[src/rtl/rtc_pkg.sv]
package rtc_pkg;
   typedef logic [7:0] byte_t;

   localparam byte_t CMD_TIME_HI = 8'h20;   // upper nibble 2: time window
   localparam byte_t CMD_STATUS  = 8'h30;
   localparam byte_t CMD_CONTROL = 8'h31;
   localparam byte_t CMD_WR_BASE = 8'h80;
   localparam byte_t CMD_ACK     = 8'hB1;
   localparam byte_t ACK_MASK    = 8'h18;   // status flags cleared by ack
   localparam int    TIME_FIELDS = 6;

   function automatic byte_t to_bcd(input logic [6:0] v);
      logic [6:0] tens;
      logic [6:0] ones;
      tens = v / 7'd10;
      ones = v - tens * 7'd10;
      return {tens[3:0], ones[3:0]};
   endfunction
endpackage

[src/rtl/rtc_bcd_pack.sv]
module rtc_bcd_pack
   import rtc_pkg::*;
#(
   parameter int N = TIME_FIELDS
) (
   input  logic [N-1:0][6:0] bin_i,
   output logic [N-1:0][7:0] bcd_o
);
   for (genvar g = 0; g < N; g++) begin : g_field
      assign bcd_o[g] = to_bcd(bin_i[g]);
   end
endmodule

[src/rtl/rtc_frame_ctrl.sv]
module rtc_frame_ctrl #(
   parameter int BITS = 8
) (
   input  logic                  clk,
   input  logic                  rst_n,
   input  logic                  sel_i,
   input  logic                  sclk_i,
   input  logic                  sdi_i,
   output logic                  shift_o,
   output logic                  commit_o,
   output logic [$clog2(2*BITS+1)-1:0] phase_o,
   output logic [BITS-1:0]       cmd_o,
   output logic [BITS-1:0]       val_next_o
);
   localparam int LAST = 2 * BITS;
   localparam int PW   = $clog2(LAST + 1);
   localparam logic [PW-1:0] LAST_P = PW'(LAST);
   localparam logic [PW-1:0] HALF_P = PW'(BITS);

   if (BITS < 2) begin : g_bad_bits
      $error("rtc_frame_ctrl: BITS must be at least 2");
   end

   logic          sclk_q;
   logic          fall;
   logic [PW-1:0] phase;
   logic [BITS-1:0] cmd, val;

   assign fall       = sel_i & sclk_q & ~sclk_i;
   assign shift_o    = fall & (phase < LAST_P);
   assign commit_o   = shift_o & (phase == LAST_P - 1'b1);
   assign val_next_o = {val[BITS-2:0], sdi_i};
   assign phase_o    = phase;
   assign cmd_o      = cmd;

   always_ff @(posedge clk or negedge rst_n) begin
      if (!rst_n) begin
         sclk_q <= 1'b0;
         phase  <= '0;
         cmd    <= '0;
         val    <= '0;
      end else begin
         sclk_q <= sclk_i;
         if (!sel_i) begin
            phase <= '0;
            cmd   <= '0;
            val   <= '0;
         end else if (shift_o) begin
            phase <= phase + 1'b1;
            if (phase < HALF_P) cmd <= {cmd[BITS-2:0], sdi_i};
            else                val <= val_next_o;
         end
      end
   end

   assert_phase_cap_R9: assert property (@(posedge clk) disable iff (!rst_n)
      phase <= LAST_P);
   assert_hold_done_R9: assert property (@(posedge clk) disable iff (!rst_n)
      (sel_i && phase == LAST_P) |=> phase == LAST_P);
   assert_step_R2: assert property (@(posedge clk) disable iff (!rst_n)
      (sel_i && sclk_q && !sclk_i && phase < LAST_P) |=> phase == $past(phase) + 1'b1);
   assert_abort_R8: assert property (@(posedge clk) disable iff (!rst_n)
      !sel_i |=> (phase == '0 && cmd == '0 && val == '0));
endmodule

[src/rtl/rtc_nv_store.sv]
module rtc_nv_store
   import rtc_pkg::*;
#(
   parameter int                      NV_BYTES  = 32,
   parameter logic [NV_BYTES*8-1:0]   RAM_INIT  = '0,
   parameter byte_t                   STAT_INIT = 8'h90,
   localparam int                     AW        = $clog2(NV_BYTES)
) (
   input  logic          clk,
   input  logic          rst_n,
   input  logic          wr_en_i,
   input  logic [AW-1:0] wr_addr_i,
   input  byte_t         wr_data_i,
   input  logic [AW-1:0] rd_addr_i,
   input  logic          ack_i,
   output byte_t         rd_data_o,
   output byte_t         status_o,
   output logic          irq_clr_o
);
   byte_t mem [NV_BYTES];
   byte_t status;

   always_ff @(posedge clk or negedge rst_n) begin
      if (!rst_n) begin
         for (int i = 0; i < NV_BYTES; i++) mem[i] <= RAM_INIT[i*8 +: 8];
         status    <= STAT_INIT;
         irq_clr_o <= 1'b0;
      end else begin
         if (wr_en_i) mem[wr_addr_i] <= wr_data_i;
         if (ack_i)   status <= status & ~ACK_MASK;
         irq_clr_o <= ack_i;
      end
   end

   assign rd_data_o = mem[rd_addr_i];
   assign status_o  = status;

   assert_ram_write_R6: assert property (@(posedge clk) disable iff (!rst_n)
      wr_en_i |=> mem[$past(wr_addr_i)] == $past(wr_data_i));
   assert_ack_clear_R7: assert property (@(posedge clk) disable iff (!rst_n)
      irq_clr_o |-> (status_o[4:3] == 2'b00));
   assert_irq_single_R7: assert property (@(posedge clk) disable iff (!rst_n)
      irq_clr_o |=> !irq_clr_o);
endmodule

[src/rtl/serial_rtc_slave.sv]
module serial_rtc_slave
   import rtc_pkg::*;
#(
   parameter int                    NV_BYTES  = 32,
   parameter logic [NV_BYTES*8-1:0] RAM_INIT  = '0,
   parameter byte_t                 STAT_INIT = 8'h90,
   parameter byte_t                 CTRL_INIT = 8'h00,
   parameter bit                    TIME_EN   = 1'b1
) (
   input  logic        clk,
   input  logic        rst_n,
   input  logic        sel_i,
   input  logic        sclk_i,
   input  logic        sdi_i,
   input  logic [5:0]  tod_sec_i,
   input  logic [5:0]  tod_min_i,
   input  logic [4:0]  tod_hour_i,
   input  logic [4:0]  tod_mday_i,
   input  logic [3:0]  tod_mon_i,
   input  logic [11:0] tod_year_i,
   output logic        sdo_o,
   output logic        sdo_oe_o,
   output logic        irq_clr_o
);
   localparam int    BITS   = 8;
   localparam int    PW     = $clog2(2*BITS+1);
   localparam int    AW     = $clog2(NV_BYTES);
   localparam byte_t RAM_LIM = byte_t'(NV_BYTES);
   localparam logic [8:0] WR_END = 9'(128 + NV_BYTES);
   localparam logic [PW-1:0] HALF_P = PW'(BITS);

   if (NV_BYTES < 2 || NV_BYTES > 32 || (NV_BYTES & (NV_BYTES - 1)) != 0) begin : g_bad_depth
      $error("serial_rtc_slave: NV_BYTES must be a power of two from 2 to 32");
   end

   logic            shift, commit;
   logic [PW-1:0]   phase;
   byte_t           cmd, val_next;
   byte_t           ram_byte, status, time_byte, rd_byte;
   logic            is_ram, is_time, is_stat, is_ctl, is_rd, is_wr, ack;
   logic            sdo_q;
   logic [TIME_FIELDS-1:0][6:0] tbin;
   logic [TIME_FIELDS-1:0][7:0] tbcd;

   rtc_frame_ctrl #(.BITS(BITS)) u_ctrl (
      .clk(clk), .rst_n(rst_n), .sel_i(sel_i), .sclk_i(sclk_i), .sdi_i(sdi_i),
      .shift_o(shift), .commit_o(commit), .phase_o(phase),
      .cmd_o(cmd), .val_next_o(val_next)
   );

   // command decode
   assign is_ram  = cmd < RAM_LIM;
   assign is_time = cmd[7:4] == CMD_TIME_HI[7:4];
   assign is_stat = cmd == CMD_STATUS;
   assign is_ctl  = cmd == CMD_CONTROL;
   assign is_rd   = is_ram | is_time | is_stat | is_ctl;
   assign is_wr   = (cmd >= CMD_WR_BASE) && ({1'b0, cmd} < WR_END);
   assign ack     = commit & (cmd == CMD_ACK) & val_next[2];

   rtc_nv_store #(.NV_BYTES(NV_BYTES), .RAM_INIT(RAM_INIT), .STAT_INIT(STAT_INIT)) u_store (
      .clk(clk), .rst_n(rst_n),
      .wr_en_i(commit & is_wr), .wr_addr_i(cmd[AW-1:0]), .wr_data_i(val_next),
      .rd_addr_i(cmd[AW-1:0]), .ack_i(ack),
      .rd_data_o(ram_byte), .status_o(status), .irq_clr_o(irq_clr_o)
   );

   // time-of-day view
   assign tbin[0] = {1'b0, tod_sec_i};
   assign tbin[1] = {1'b0, tod_min_i};
   assign tbin[2] = {2'b0, tod_hour_i};
   assign tbin[3] = {2'b0, tod_mday_i};
   assign tbin[4] = {3'b0, tod_mon_i};
   assign tbin[5] = 7'(tod_year_i - 12'd2000);

   if (TIME_EN) begin : g_time
      rtc_bcd_pack #(.N(TIME_FIELDS)) u_bcd (.bin_i(tbin), .bcd_o(tbcd));
   end else begin : g_no_time
      assign tbcd = '0;
   end

   always_comb begin
      case (cmd[3:0])
         4'h0:    time_byte = tbcd[0];
         4'h1:    time_byte = tbcd[1];
         4'h2:    time_byte = tbcd[2];
         4'h4:    time_byte = tbcd[3];
         4'h5:    time_byte = tbcd[4];
         4'h6:    time_byte = tbcd[5];
         default: time_byte = '0;
      endcase
   end

   always_comb begin
      if (is_ram)       rd_byte = ram_byte;
      else if (is_stat) rd_byte = status;
      else if (is_ctl)  rd_byte = CTRL_INIT;
      else if (is_time) rd_byte = time_byte;
      else              rd_byte = '0;
   end

   // return path: edge at phase 8+k presents bit 7-k
   always_ff @(posedge clk or negedge rst_n) begin
      if (!rst_n)                           sdo_q <= 1'b0;
      else if (!sel_i)                      sdo_q <= 1'b0;
      else if (shift && phase >= HALF_P)    sdo_q <= rd_byte[~phase[2:0]];
   end

   assign sdo_o    = sdo_q;
   assign sdo_oe_o = sel_i & is_rd & (phase > HALF_P);

   assert_sdo_idle_R8: assert property (@(posedge clk) disable iff (!rst_n)
      !sel_i |=> !sdo_o);
   assert_no_drive_other_R10: assert property (@(posedge clk) disable iff (!rst_n)
      (sel_i && phase == HALF_P && !(cmd < RAM_LIM) && cmd[7:4] != 4'h2
       && cmd != CMD_STATUS && cmd != CMD_CONTROL) |=> !sdo_o);
endmodule

[config.mk]
export PLATFORM = sky130hd
export DESIGN_NAME = serial_rtc_slave
export DESIGN_NICKNAME = d
export VERILOG_FILES = /design/src/rtl/rtc_pkg.sv /design/src/rtl/rtc_bcd_pack.sv /design/src/rtl/rtc_frame_ctrl.sv /design/src/rtl/rtc_nv_store.sv /design/src/rtl/serial_rtc_slave.sv
export SDC_FILE = /design/constraint.sdc
export NUM_CORES = 1
export LEC_CHECK = 0
export ABC_AREA = 1
export BUFFER_PORTS_ARGS = -buffer_cell sky130_fd_sc_hd__clkbuf_2
export CORE_MARGIN = 1.5
export CORE_UTILIZATION = 61
export DETAILED_ROUTE_END_ITERATION = 16
export PLACE_DENSITY = 0.79
export SLEW_MARGIN = 20
export SYNTH_ARGS = -nofsm -noshare
export SYNTH_HDL_FRONTEND = slang
export SYNTH_SLANG_ARGS = --single-unit
[constraint.sdc]
create_clock -name clk -period 2.9 [get_ports clk]
set_input_delay 0.29 -clock clk [delete_from_list [all_inputs] [get_ports clk]]
set_output_delay 0.29 -clock clk [all_outputs]
set_load 0.01 [all_outputs]
==> summary.txt <==
Power and ir drop
  • Combinational share of power: 9.8%
  • Final Total Pwr: 8.48 mW
  • Sequential fraction of design power: 46.2%
  • Switching Share: ~24%
  • Clock Power Share: 44.1%
  • Power density cells: 548 nW/um^2
  • Leak: 7.15 nW
  • Int Power: 6.44 mW
  • P_sw: about 2.0 mW
  • VDD IR max: about 0.57 mV

STA
  • Pins Over Slew Limit: 0
  • Final worst setup slack: -0.427 ns
  • RSZ-0062 raised after global routing: true
  • Final min period: 3.33 ns
  • Worst Max-Slew Pin Slew: 1.11 ns
  • Final Hold Vio Count: 0
  • Worst slew margin: between 20 and 30%
  • Fin crit share: 115%
  • Fmax: 301 MHz
  • Clock Skew: between 0.008 and 0.009 ns
  • Final setup fails: 1

Synthesis
  • Sequential-to-total area share from yosys stat: a little over half
  • Syn Inst Count: 1546
  • Async SR Flop Fraction: 100%
  • Post-Syn Nets: 1615
  • Synth Flop Type: dfrtp_1
  • Avg Inst Size Synth: 8.71 sq um
  • Synthesized flop and latch total: 280
  • Netlist cell types: 53
  • Synthesized area: 13500 sq um
  • Post-synth EDFFs: 0
  • Warnings from Yosys: 0

Placed design
  • Hpwl dp: 22700 um
  • Port bufs: 40
  • Post-DP Area: between 10000 and 15000 sq um
  • Placer Congestion: 0.932

Global route
  • Met3 Use GR: 5.51%
  • Largest net degree at the start of global routing: 85
  • Total GRT Usage: between 30 and 40%
  • Remaining global-route overflow: 0
  • GR peak layer: met2
  • First-pass GRT wire length: 58000 um
  • Grt met1 use: 44.3%
  • Vias in the first global route: 11230
  • GR Util met2: 52.3%
  • Initial antenna violation count: 0

Worst setup path
  • R2R depth: 15
  • CP Data Arrival Time: 3.78 ns
  • Startpoint types: input pin
  • Crit path top cell by count: nand2_1
  • Critical path peak fanout: 4
  • Setup crit end kind: flop
  • Crit Path Category: in -> reg
  • CP max stage delay: 0.48 ns
  • Crit-path slowest cell: fa_1
  • Req. time, crit path: 3.35 ns

Routing
  • Final ANT Viol Nets: 0
  • Via density: 6.26
  • Final WL: 36700 um
  • Via Count: 11926
  • DR iter-0 viols: 1220
  • Wire length per cell: ~19 um
  • Number of remaining DRC errors: 0
  • DR pass1 iterations: 6

Floorplan
  • Core Footprint: 21800 sq um
  • Num rows: 54
  • Chip width: 152 um
  • Die area: 23000 sq um
  • # IOs: 46
  • Chip Height: 152 um
  • Initial Utilization: 61.9%

Clock network
  • CTS buffer count: 29
  • Root buffer cell: clkbuf_16
  • H-Tree Depth: 1
  • TritonCTS clock tree: done
  • Clk Latency, worst-skew pair: 0.55 ns
  • TritonCTS Sinks: 280
  • Clock Tree Buf Depth: 3
  • Clk pin slew, worst setup/hold paths: 0.07 ns

Layout
  • Layout cells sized above 1: 15.4%
  • Most frequent cells in the layout: nand2_1 (354), dfrtp_1 (279), o21ai_0 (246)
  • P&R area growth vs syn: 15.0%
  • Commonest non-fill, non-tap cell in the layout: nand2_1
  • Final core area utilization: roughly 71%
  • Antenna Cells: 0
  • Final Cell Area: 15500 sq um
  • # nets final: around 1700

Run status
  • Status: finished with violations
  • Failing checks: negative setup slack

Run
  • # Max-Cap Violations: 0

Worst hold path
  • Worst Hold Depth: 3
  • HP Class: in -> reg
## path summary, 6_finish.rpt
check | startpoint | endpoint | slack, ns
max | tod_year_i[4] | sdo_o | -0.43
min | sel_i | u_ctrl.phase_o[2] | 0.09
max reg2reg | u_ctrl.cmd_o[0] | sdo_o | 0.17
min reg2reg | u_store.status_o[4] | u_store.status_o[4] | 0.45
max in group asynchronous | rst_n | u_store.mem[176] | 1.72
min in group asynchronous | rst_n | u_store.mem[12] | 0.34
## synthesized netlist by cell type, drive strengths merged, types with 3 or more instances
library cell  instances  area share, %
dfrtp               279             52
nand3                27            1.0
mux2i                14            1.0
o311ai                5           0.33
ha                   21            2.0
o211ai                7           0.43
clkbuf               72            2.0
nor3                 17           0.63
o2111ai               5           0.33
o31ai                11           0.61
inv                 104            2.9
a221oi                3           0.20
nand4                19            1.4
nor2                 63            1.9
buf                  28            1.0
o21ai               291             11
nand2               374             11
o22ai               142            6.6
a21oi                21           0.78
fa                    5           0.74
xor2                 10           0.79
a31oi                 8           0.46
## power by group through the flow
stage | Combinational (mW) | Sequential (mW) | Clock [mW]
CTS | 0.795 | 3.91 | 3.75
floorplan | 0.413 | 3.99 | 0
global route | 0.914 | 3.91 | 3.91
detailed placement | 0.771 | 3.99 | 0
global placement | 0.746 | 3.99 | 0
finish | 0.830 | 3.91 | 3.74
## sequential cells by signal (all words and copies together), names as in the netlist
| name | count |
|---|---|
| u_ctrl.phase_o | 5 |
| sdo_o | 1 |
| u_ctrl.sclk_q | 1 |
| u_store.status_o | 1 |
| u_store.irq_clr_o | 1 |
| u_ctrl.cmd_o | 8 |
| u_store.mem | 256 |
| u_ctrl.val | 7 |
## final cells by class
cell class	count	area, sq um
sequential	280	7010
fill	1632	6270
multi-input combinational	1061	5810
timing repair buffer	126	960
clock buffer	44	852
inverter	105	400
tap	280	350
clock inverter	9	108
## what timing repair did
item / in CTS / in global routing
hold buffers: 3 / 0
setup buffers: 3 / 2
resized for setup: 10 / 11
pin swaps: 6 / 10
endpoints found under the setup margin: 1 / 1
endpoints found under the hold margin: 83 / 0
## worst max-delay path, delay by kind of cell
kind | cells | cell delay (ns)
buf+inv | 4 | 0.30
xor+xnor | 1 | 0.16
fa+ha+maj | 4 | 1.16
compound gates | 4 | 0.37
simple gates | 20 | 1.48
## logic make-up after synthesis
logic type,synth area share (%)
simple gates,16.0
xor+xnor,0.855
mux,1.04
flops,52.0
compound gates,21.4
fa+ha+maj,2.69
buf+inv,5.97
## metal layers
layer / share of wire [%] / wire length, um
met2: 47 / 17200
met1: 41 / 15200
met3: 8.7 / 3210
met5: 0 / 0
met4: 3.1 / 1120
## through the flow
step           setup TNS (ns)  setup slack, ns  std cells  hold slack [ns]
2_1_floorplan          -0.655           -0.655       1546         -0.00559
3_3_place_gp           -0.845           -0.845       1844            0.340
3_5_place_dp            -1.00            -1.00       1844            0.342
4_1_cts                -0.370           -0.370       1903           0.0819
5_1_grt                -0.657           -0.657       1905            0.129
6_report               -0.427           -0.427       1905           0.0925
Power figures use the tool's default switching activity.
